$ cat src/rtl/bmac_pkg.sv
// Package: shared sizes and controller state type for the Booth MAC.
// Assumes an even operand width so that the radix-4 digit count is exact.
package bmac_pkg;
    localparam int OP_W  = 8;
    localparam int ACC_W = 24;
    localparam int NDIG  = OP_W / 2;

    typedef enum logic [1:0] {
        ST_IDLE = 2'd0,
        ST_MUL  = 2'd1,
        ST_ACC  = 2'd2
    } mac_state_e;
endpackage

$ cat src/rtl/booth_pp_gen.sv
// Radix-4 Booth recoder and partial-product row builder.
// Each overlapping 3-bit group of the multiplier (bit -1 is taken as 0)
// selects 0, +/-M or +/-2M. Rows are sign-extended to ROW_W and
// pre-shifted by two bits per digit. Assumes ROW_W >= 2*OP_W.
module booth_pp_gen #(
    parameter int OP_W  = bmac_pkg::OP_W,
    parameter int ROW_W = bmac_pkg::ACC_W,
    localparam int NDIG = OP_W / 2
) (
    input  logic [OP_W-1:0]              mcand,
    input  logic [OP_W-1:0]              mplier,
    output logic [NDIG-1:0][ROW_W-1:0]   rows
);
    logic [OP_W:0]      mplier_ext;
    logic [ROW_W-1:0]   mcand_ext;

    assign mplier_ext = {mplier, 1'b0};
    assign mcand_ext  = {{(ROW_W-OP_W){mcand[OP_W-1]}}, mcand};

    for (genvar gi = 0; gi < NDIG; gi++) begin : g_digit
        logic [2:0]       grp;
        logic             sel_one, sel_two, neg;
        logic [ROW_W-1:0] mag, signed_row;

        assign grp = mplier_ext[2*gi+2 -: 3];

        // Digit decode: magnitude select and sign of this Booth digit.
        always_comb begin
            sel_one = grp[1] ^ grp[0];
            sel_two = (grp == 3'b011) || (grp == 3'b100);
            neg     = grp[2] & ~(grp[1] & grp[0]);
        end

        // Row value: chosen multiple, negated when the digit is negative.
        always_comb begin
            if (sel_one)      mag = mcand_ext;
            else if (sel_two) mag = mcand_ext << 1;
            else              mag = '0;
            signed_row = neg ? (~mag + ROW_W'(1)) : mag;
        end

        assign rows[gi] = signed_row << (2 * gi);
    end
endmodule

$ cat src/rtl/csa_reduce.sv
// Carry-save reduction of ROWS rows to a sum row and a carry row.
// Each 3:2 stage forms a bitwise XOR sum and a majority carry moved up
// one place; no carry travels along a stage. Assumes ROWS >= 3.
module csa_reduce #(
    parameter int ROWS = bmac_pkg::NDIG,
    parameter int W    = bmac_pkg::ACC_W,
    localparam int NST = ROWS - 2
) (
    input  logic [ROWS-1:0][W-1:0] rows,
    output logic [W-1:0]           sum_row,
    output logic [W-1:0]           carry_row
);
    logic [NST:0][W-1:0] s_lvl;
    logic [NST:0][W-1:0] c_lvl;

    assign s_lvl[0] = rows[0];
    assign c_lvl[0] = rows[1];

    for (genvar gk = 0; gk < NST; gk++) begin : g_stage
        logic [W-1:0] t;
        assign t             = rows[gk+2];
        assign s_lvl[gk+1]   = s_lvl[gk] ^ c_lvl[gk] ^ t;
        assign c_lvl[gk+1]   = ((s_lvl[gk] & c_lvl[gk]) |
                                (s_lvl[gk] & t) |
                                (c_lvl[gk] & t)) << 1;
    end

    assign sum_row   = s_lvl[NST];
    assign carry_row = c_lvl[NST];
endmodule

$ cat src/rtl/iter_adder.sv
// Iterative carry-settling adder. On start it loads the half-add of a and b;
// then each cycle it half-adds the sum word and the carry word until the
// carry word is zero. fin is high while the result is settled and unread.
// The result is modulo 2^W. A start while busy restarts the adder.
module iter_adder #(
    parameter int W = bmac_pkg::ACC_W
) (
    input  logic         clk,
    input  logic         rst_n,
    input  logic         start,
    input  logic [W-1:0] a,
    input  logic [W-1:0] b,
    output logic [W-1:0] sum,
    output logic         fin
);
    logic [W-1:0] s_q, c_q;
    logic         run_q;

    // Load operands on start, otherwise iterate until carries are gone.
    always_ff @(posedge clk) begin
        if (!rst_n) begin
            s_q   <= '0;
            c_q   <= '0;
            run_q <= 1'b0;
        end else if (start) begin
            s_q   <= a ^ b;
            c_q   <= (a & b) << 1;
            run_q <= 1'b1;
        end else if (run_q) begin
            if (c_q == '0) begin
                run_q <= 1'b0;
            end else begin
                s_q <= s_q ^ c_q;
                c_q <= (s_q & c_q) << 1;
            end
        end
    end

    assign sum = s_q;
    assign fin = run_q && (c_q == '0);
endmodule

$ cat src/rtl/booth_mac.sv
// Top: signed Booth multiply-accumulate with a valid/ready operand handshake.
// Accept -> product add (iterative) -> accumulate add (same adder) -> done.
// Assumes in_clr is sampled together with the operands at acceptance.
module booth_mac #(
    parameter int OP_W  = bmac_pkg::OP_W,
    parameter int ACC_W = bmac_pkg::ACC_W,
    localparam int NDIG = OP_W / 2
) (
    input  logic             clk,
    input  logic             rst_n,
    input  logic             in_valid,
    output logic             in_ready,
    input  logic [OP_W-1:0]  in_a,
    input  logic [OP_W-1:0]  in_b,
    input  logic             in_clr,
    output logic [ACC_W-1:0] acc_out,
    output logic             done
);
    import bmac_pkg::*;

    mac_state_e                  state_q;
    logic                        clr_q;
    logic [ACC_W-1:0]            acc_q;
    logic                        done_q;
    logic [NDIG-1:0][ACC_W-1:0]  pp_rows;
    logic [ACC_W-1:0]            row_s, row_c;
    logic [ACC_W-1:0]            add_a, add_b, add_sum;
    logic                        add_start, add_fin, fire;

    booth_pp_gen #(.OP_W(OP_W), .ROW_W(ACC_W)) u_pp (
        .mcand  (in_a),
        .mplier (in_b),
        .rows   (pp_rows)
    );

    csa_reduce #(.ROWS(NDIG), .W(ACC_W)) u_csa (
        .rows      (pp_rows),
        .sum_row   (row_s),
        .carry_row (row_c)
    );

    iter_adder #(.W(ACC_W)) u_add (
        .clk   (clk),
        .rst_n (rst_n),
        .start (add_start),
        .a     (add_a),
        .b     (add_b),
        .sum   (add_sum),
        .fin   (add_fin)
    );

    assign in_ready = (state_q == ST_IDLE);
    assign fire     = in_valid && in_ready;

    // Adder operand select: product rows at acceptance, then product + base.
    always_comb begin
        add_start = 1'b0;
        add_a     = row_s;
        add_b     = row_c;
        if (state_q == ST_IDLE) begin
            add_start = fire;
        end else if (state_q == ST_MUL) begin
            add_start = add_fin;
            add_a     = add_sum;
            add_b     = clr_q ? '0 : acc_q;
        end
    end

    // Controller: sequence the two additions and update the running sum.
    always_ff @(posedge clk) begin
        if (!rst_n) begin
            state_q <= ST_IDLE;
            clr_q   <= 1'b0;
            acc_q   <= '0;
            done_q  <= 1'b0;
        end else begin
            done_q <= 1'b0;
            case (state_q)
                ST_IDLE: if (fire) begin
                    clr_q   <= in_clr;
                    state_q <= ST_MUL;
                end
                ST_MUL: if (add_fin) state_q <= ST_ACC;
                ST_ACC: if (add_fin) begin
                    acc_q   <= add_sum;
                    done_q  <= 1'b1;
                    state_q <= ST_IDLE;
                end
                default: state_q <= ST_IDLE;
            endcase
        end
    end

    assign acc_out = acc_q;
    assign done    = done_q;
endmodule

$ cat config.mk
export PLATFORM = sky130hd
export DESIGN_NAME = booth_mac
export DESIGN_NICKNAME = d
export VERILOG_FILES = /design/src/rtl/bmac_pkg.sv /design/src/rtl/booth_pp_gen.sv /design/src/rtl/csa_reduce.sv /design/src/rtl/iter_adder.sv /design/src/rtl/booth_mac.sv
export SDC_FILE = /design/constraint.sdc
export NUM_CORES = 1
export LEC_CHECK = 0
export ABC_AREA = 0
export BUFFER_PORTS_ARGS = -buffer_cell sky130_fd_sc_hd__buf_2
export CAP_MARGIN = 20
export CORE_ASPECT_RATIO = 0.7
export CORE_MARGIN = 2
export CORE_UTILIZATION = 25
export DETAILED_ROUTE_END_ITERATION = 8
export MAX_ROUTING_LAYER = met4
export PLACE_DENSITY_LB_ADDON = 0.3
export SLEW_MARGIN = 20
export SYNTH_ARGS = -nofsm -noshare
export SYNTH_HDL_FRONTEND = slang
export SYNTH_SLANG_ARGS = --single-unit
$ cat constraint.sdc
create_clock -name clk -period 4.22 [get_ports clk]
set_input_delay 0.633 -clock clk [delete_from_list [all_inputs] [get_ports clk]]
set_output_delay 0.633 -clock clk [all_outputs]
set_load 0.02 [all_outputs]
# Yosys cells after proc, flatten, opt, wreduce, memory -nomap -nowiden
# Index checks and enable logic that the tools add are counted.
# Widths: inputs -> output; s select.
word_totals:
  output_inout_bits: 26
  mem_bits_rw: 0
  register_bits: 76
  rom_bits: 0
  latch_bits: 0
  n_memories: 0
op_classes:
  mux: 33
  multipliers: 0
  n_reduce_logical: 13
  magnitude_cmp: 0
  shifts: 0
  n_addsub: 4
  div_mod_pow: 0
  n_eq_ne: 13
  bitwise: 34
op_table:
  columns: ["op", "count"]
  rows:
  - ["$mux 24", 14]
  - ["$and 23x23->23", 8]
  - ["$xor 24x24->24", 6]
  - ["$or 23x23->23", 4]
  - ["$mux 22", 3]
  - ["$mux 20", 3]
  - ["$mux 18", 3]
  - ["$add 24x1->24 const B", 1]
  - ["$logic_not 24->1", 1]
  - ["$not 24->24", 1]
  - ["$add 22x1->22 const B", 1]
  - ["$not 22->22", 1]
  - ["$add 20x1->20 const B", 1]
  - ["$not 20->20", 1]
  - ["$add 18x1->18 const B", 1]
  - ["$not 18->18", 1]
  - ["$eq 3x2->1 const B", 3]
  - ["$eq 3x3->1 const B", 3]
  - ["$reduce_and 2->1", 4]
  - ["$and 1x1->1", 6]
  - ["$mux 1", 6]
  - ["$mux 2", 3]
  - ["$ne 2x2->1 const B", 3]
  - ["$pmux 2 s3", 1]
  - ["10 further kinds", 18]

# Logic depth before layout (Yosys ltp)
depth:
  word_depth: 17
  mapped_depth: 19
  depth_no_buf: 17

# By module
# From an unflattened synthesis, not the netlist that was laid out.
hier_totals:
  hier_cells: 930
  hier_area_um2: 8369.3
by_module_without_submodules:
  columns: ["mod", "area_per_inst_um2", "n_inst", "cells_each"]
  rows:
  - ["iter_adder", 3065.4, 1, 320]
  - ["booth_pp_gen", 2192.1, 1, 351]
  - ["booth_mac", 2147.1, 1, 208]
  - ["csa_reduce", 964.7, 1, 51]

# Least setup slack after synthesis
# Ideal clock, no wire load.
synth_path:
  path_type: "input to register"
  startpoint: "in in_b[1]"
  endpoint: "reg u_add.s_q[10], in the netlist u_add.sum[10]"
  n_path_buf: 2
  path_slack_ns: -0.186
  arrival_time_ns: 4.290
  stages: 16
  setup_time_ns: 0.116
  cell_sequence: "clkbuf_1 inv_1 ha_1 nor2_1 clkbuf_1 a22oi_1 ha_1 nand2_1 a21o_1 ha_1 o21a_1 fa_1 fa_1 a21oi_1 ha_1 o211a_1"
synth_between:
  elab_chain_len: 17
synth_rtl:
  columns: ["item", "line", "text"]
  rows:
  - ["start: declaration", "booth_mac.sv:14", "input logic [OP_W-1:0] in_b,"]
  - ["$eq 3x2->1 / $eq 3x3->1 (equally long branches)", "booth_pp_gen.sv:30", "sel_two = (grp == 3'b011) || (grp == 3'b100);"]
  - ["$logic_or 1x1->1", "booth_pp_gen.sv:30", null]
  - ["$mux 22", "booth_pp_gen.sv:37", "else if (sel_two) mag = mcand_ext << 1;"]
  - ["$mux 22", "booth_pp_gen.sv:36", "if (sel_one) mag = mcand_ext;"]
  - ["$not 22->22", "booth_pp_gen.sv:39", "signed_row = neg ? (~mag + ROW_W'(1)) : mag;"]
  - ["$add 22x1->22", "booth_pp_gen.sv:39", null]
  - ["$mux 22", "booth_pp_gen.sv:39", null]
  - ["$and 23x23->23", "csa_reduce.sv:23", "assign c_lvl[gk+1] = ((s_lvl[gk] & c_lvl[gk]) |"]
  - ["$or 23x23->23", "csa_reduce.sv:23", null]
  - ["$or 23x23->23", "csa_reduce.sv:24", "(s_lvl[gk] & t) |"]
  - ["$and 23x23->23", "csa_reduce.sv:23", null]
  - ["$or 23x23->23", "csa_reduce.sv:23", null]
  - ["$or 23x23->23", "csa_reduce.sv:24", null]
  - ["$mux 24", "booth_mac.sv:62", "end else if (state_q == ST_MUL) begin"]
  - ["$mux 24", "booth_mac.sv:60", "if (state_q == ST_IDLE) begin"]
  - ["$xor 24x24->24 (*)", "iter_adder.sv:26", "s_q <= a ^ b;"]
  - ["$mux 24 (*)", "iter_adder.sv:25", "end else if (start) begin"]
  - ["end signal: assignment", "iter_adder.sv:26", null]
  - ["end signal: assignment", "iter_adder.sv:33", "s_q <= s_q ^ c_q;"]
  - ["end: declaration", "iter_adder.sv:16", "logic [W-1:0] s_q, c_q;"]
# Every way passes the cells marked *; elsewhere a longest branch is shown, timed or not.
# A chain may end at the register's enable or synchronous reset.

# Final worst setup path
layout_path:
  startpoint: "in in_b[3]"
  endpoint: "reg u_add.s_q[17], in the netlist u_add.sum[17]"
layout_between:
  elab_chain_len: 17
layout_rtl:
  columns: ["item", "line"]
  rows:
  - ["$eq 3x2->1 / $eq 3x3->1 (equally long branches)", "booth_pp_gen.sv:30"]
  - ["$logic_or 1x1->1", "booth_pp_gen.sv:30"]
  - ["$mux 22 / $mux 20 (equally long branches)", "booth_pp_gen.sv:37"]
  - ["$mux 22 / $mux 20 (equally long branches)", "booth_pp_gen.sv:36"]
  - ["$not 22->22 / $not 20->20 (equally long branches)", "booth_pp_gen.sv:39"]
  - ["$add 22x1->22 / $add 20x1->20 (equally long branches)", "booth_pp_gen.sv:39"]
  - ["$mux 22 / $mux 20 (equally long branches)", "booth_pp_gen.sv:39"]
  - ["$and 23x23->23 (on tied branches)", "csa_reduce.sv:23, csa_reduce.sv:24"]
  - ["$or 23x23->23", "csa_reduce.sv:23"]
  - ["$or 23x23->23", "csa_reduce.sv:24"]
  - ["$and 23x23->23", "csa_reduce.sv:23"]
  - ["$or 23x23->23", "csa_reduce.sv:23"]
  - ["$or 23x23->23", "csa_reduce.sv:24"]
  - ["$mux 24", "booth_mac.sv:62"]
  - ["$mux 24", "booth_mac.sv:60"]
  - ["$xor 24x24->24 (*)", "iter_adder.sv:26"]
  - ["$mux 24 (*)", "iter_adder.sv:25"]
# Marks and branches as above.

==> run summary <==
Design Power: 3000 µW
Post-synth EDFFs: 0
Tcrit/Tclk final: 94.1%
Hold WS: 0.505 ns
Max-Cap Viols: 0
net switching power: 1100 µW
number of hold violations in the final report: 0
critical path arrival: 4.21 ns
number of placed I/O pins: 46
syn_nets: 989
FF/Latch Area: 1520 µm²
PortBufs: 45
measured slew at the worst slew-check pin: 1.05 ns
Final GP Congestion: 0.862
Routed Antenna Nets: 0
DIE HEIGHT: 148 µm
grt total ovfl: 0
fmax: 252 MHz
CP Capture Type: flop
root buf cell: clkbuf_16
TritonCTS buffer count: 9
Clk Latency, worst-skew pair: 0.35 ns
CTS tree: done
Yosys reg bits: 76
row count: 52
Final #Nets: 1056
H-tree Lvls: 3
Crit-path slowest cell: o311ai_0
area growth from synthesis to layout: 19.7%
Pwr Density: 339 nW/µm²
crit-path max cell delay: 0.58 ns
DRT Pass-1 Iters: 5
Post-synth top flop: dfxtp_1
min-delay worst type: flop to flop
maximum VDD drop: 0.000186 V
final wirelength: 22500 µm
initial antenna violation count: 0
clock transition at the registers of the reported paths: 0.06 ns
Slew Viols, Final: 0
Sequential Power Share: 28.8%
Seq/Total Area, Yosys: 20.6%
Setup Crit Path Kind: primary input to flop
clock power share: 28.7%
largest net degree at the start of global routing: 60
Die ar.: 31000 µm²
status: complete, no violations
Switching Fraction: 36.7%
pre-CTS setup slack: -0.258 ns
starting density of the core: 25.5%
final core utilization: 30.5%
vias in the first global route: 6381
RSZ-0062 raised after global routing: no
Final min period: 3.97 ns
first-pass GRT wire length: 36500 µm
Vias/cell: 5.00
final std cell area, no fill: 8840 µm²
Max FO, Critical Path: 6
DR WL/cell: 17.0 µm
fill count: 3057
P_leak: 0.00427 µW
Cell Chain, Critical Path: buf_2 > inv_1 > ha_1 > a211o_1 > o32ai_4 > o311ai_2 > o311ai_0 > fa_1 > fa_1 > a21oi_1 > ha_1 > o211a_1
DRC viols: 0
Final Skew: 0.00576 ns
Initial DRC Count: 449
CP Data Required Time: 4.46 ns
Post-CTS Setup Repair Bufs: 0
asr flop ratio synth: 0%
clk sinks: 76
Placeable Area: 29000 µm²
Die Wd: 209 µm
synth warn: 0
cell area after synthesis: 7390 µm²
Cells after Synth: 869
synth unique cells: 56
Total GRT Usage: 15.5%
clk buf depth: 2
hpwl dp: 16800 µm
Placed Area: 8490 µm²
Gate power share: 42.5%
nature of the critical path startpoint: primary input
layout cells sized above 1: 18.0%
final setup margin: 0.250 ns
area of the multi-input gates: 5530 µm²
n_diodes: 0
syn_area_per_cell: 8.50 µm²
Final setup viols: 0
Pint: 1900 µW
DR vias: 6596
relative slew slack: 30.1%
-- timing repair --
item,4_1_cts,5_1_grt
hold buffers,0,0
endpoints found under the setup margin,0,17
hold endpoints to repair,0,0
gates resized for setup,0,5
-- placed cells by master, fill, tap and decap left out, drive strengths merged, types with 3 or more instances in the layout --
cell	count
mux2i	73
a32oi	12
nor2	47
and2	6
nand3b	19
nor2b	30
o311ai	7
clkinvlp	3
and3	3
a21oi	47
buf	132
o22ai	7
nor3	8
a21o	4
nand3	4
a22o	11
a22oi	14
o211a	45
o21a	8
clkbuf	10
dfxtp	76
a21boi	5
mux2	4
nand2b	15
xnor2	17
nor3b	6
ha	64
nor4	7
inv	22
nand2	117
o21ai	41
a31oi	7
xor2	6
fa	36
a211oi	5
o2bb2ai	4
-- state kept, by name, indices dropped and copies added, names as in the netlist --
signal / flops
acc_out: 24
u_add.sum: 24
u_add.c_q: 23
state_q: 2
clr_q: 1
done: 1
u_add.run_q: 1
-- cell families after synthesis --
group | synth area share (%)
AOI/OAI and AO/OA | 22.5
DFF | 20.6
xor gates and xnor gates | 2.73
muxes | 10.5
buffers and inverters | 5.15
and+or+nand+nor | 17.9
adders and majority gates | 20.6
-- routing by layer --
metal | part of all wire (%) | global-route usage [%]
met5 | 0 | -
met4 | 0.54 | 2.50
met3 | 5.1 | 2.59
met2 | 42 | 21.9
met1 | 52 | 23.1
-- Yosys cell counts (7+ instances only) --
cell type	n	area share [%]
o21ai_0	40	2.7
a21oi_1	46	3.1
fa_1	36	9.8
o211a_1	45	6.1
o21a_1	8	0.81
inv_1	22	1.1
ha_1	64	11
dfxtp_1	76	21
mux2i_1	73	9.9
a22o_1	11	1.3
nor3_1	8	0.54
a31oi_1	7	0.59
buf_2	10	0.68
nand2_1	116	5.9
clkbuf_1	60	3.0
a22oi_1	13	1.3
nor2b_1	30	2.5
o22ai_1	7	0.59
nand3b_1	19	1.9
nor2_1	46	2.3
xnor2_1	17	2.0
a32oi_1	12	1.4
nand2b_1	15	1.3
-- worst max-delay path: cells and delay by family --
kind	cells	cell delay, ns
AOI/OAI and AO/OA	6	1.70
adders and majority gates	4	1.73
buffers and inverters	2	0.14
-- power by group through the flow --
stage | clock [µW] | sequential (µW) | combinational (µW)
finish | 860 | 863 | 1270
global route | 909 | 874 | 1470
CTS | 885 | 862 | 1290
detailed placement | 0 | 879 | 1280
global placement | 0 | 877 | 1270
floorplan | 0 | 847 | 894
-- worst paths after layout --
check                                                 from                    endpoint  slack [ns]  cells past startpoint
worst max-delay path                               in_b[3]  u_add.sum[17]$_SDFFE_PN0P_        0.25                     12
worst min-delay path             u_add.c_q[1]$_SDFFE_PN0P_   u_add.c_q[1]$_SDFFE_PN0P_        0.50                      2
worst min register to register   u_add.c_q[1]$_SDFFE_PN0P_   u_add.c_q[1]$_SDFFE_PN0P_        0.50                      2
worst max register to register  u_add.c_q[12]$_SDFFE_PN0P_    acc_out[19]$_SDFFE_PN0P_        1.25                      8
-- per-stage QoR --
stage	setup TNS, ns	cells
2_1_floorplan	-0.0356	869
3_3_place_gp	-4.54	1303
3_5_place_dp	-3.03	1303
4_1_cts	0	1319
5_1_grt	0	1319
6_report	0	1319
-- final cells by class --
type / count / share of cell area (%)
multi-input cells: 695 / 62.6
clock buffers: 10 / 2.70
well taps: 378 / 5.35
clock inverters: 6 / 0.991
repair buffers: 132 / 10.2
inverters: 22 / 0.934
flip-flops and latches: 76 / 17.2
(Power assumes the default switching activity.)
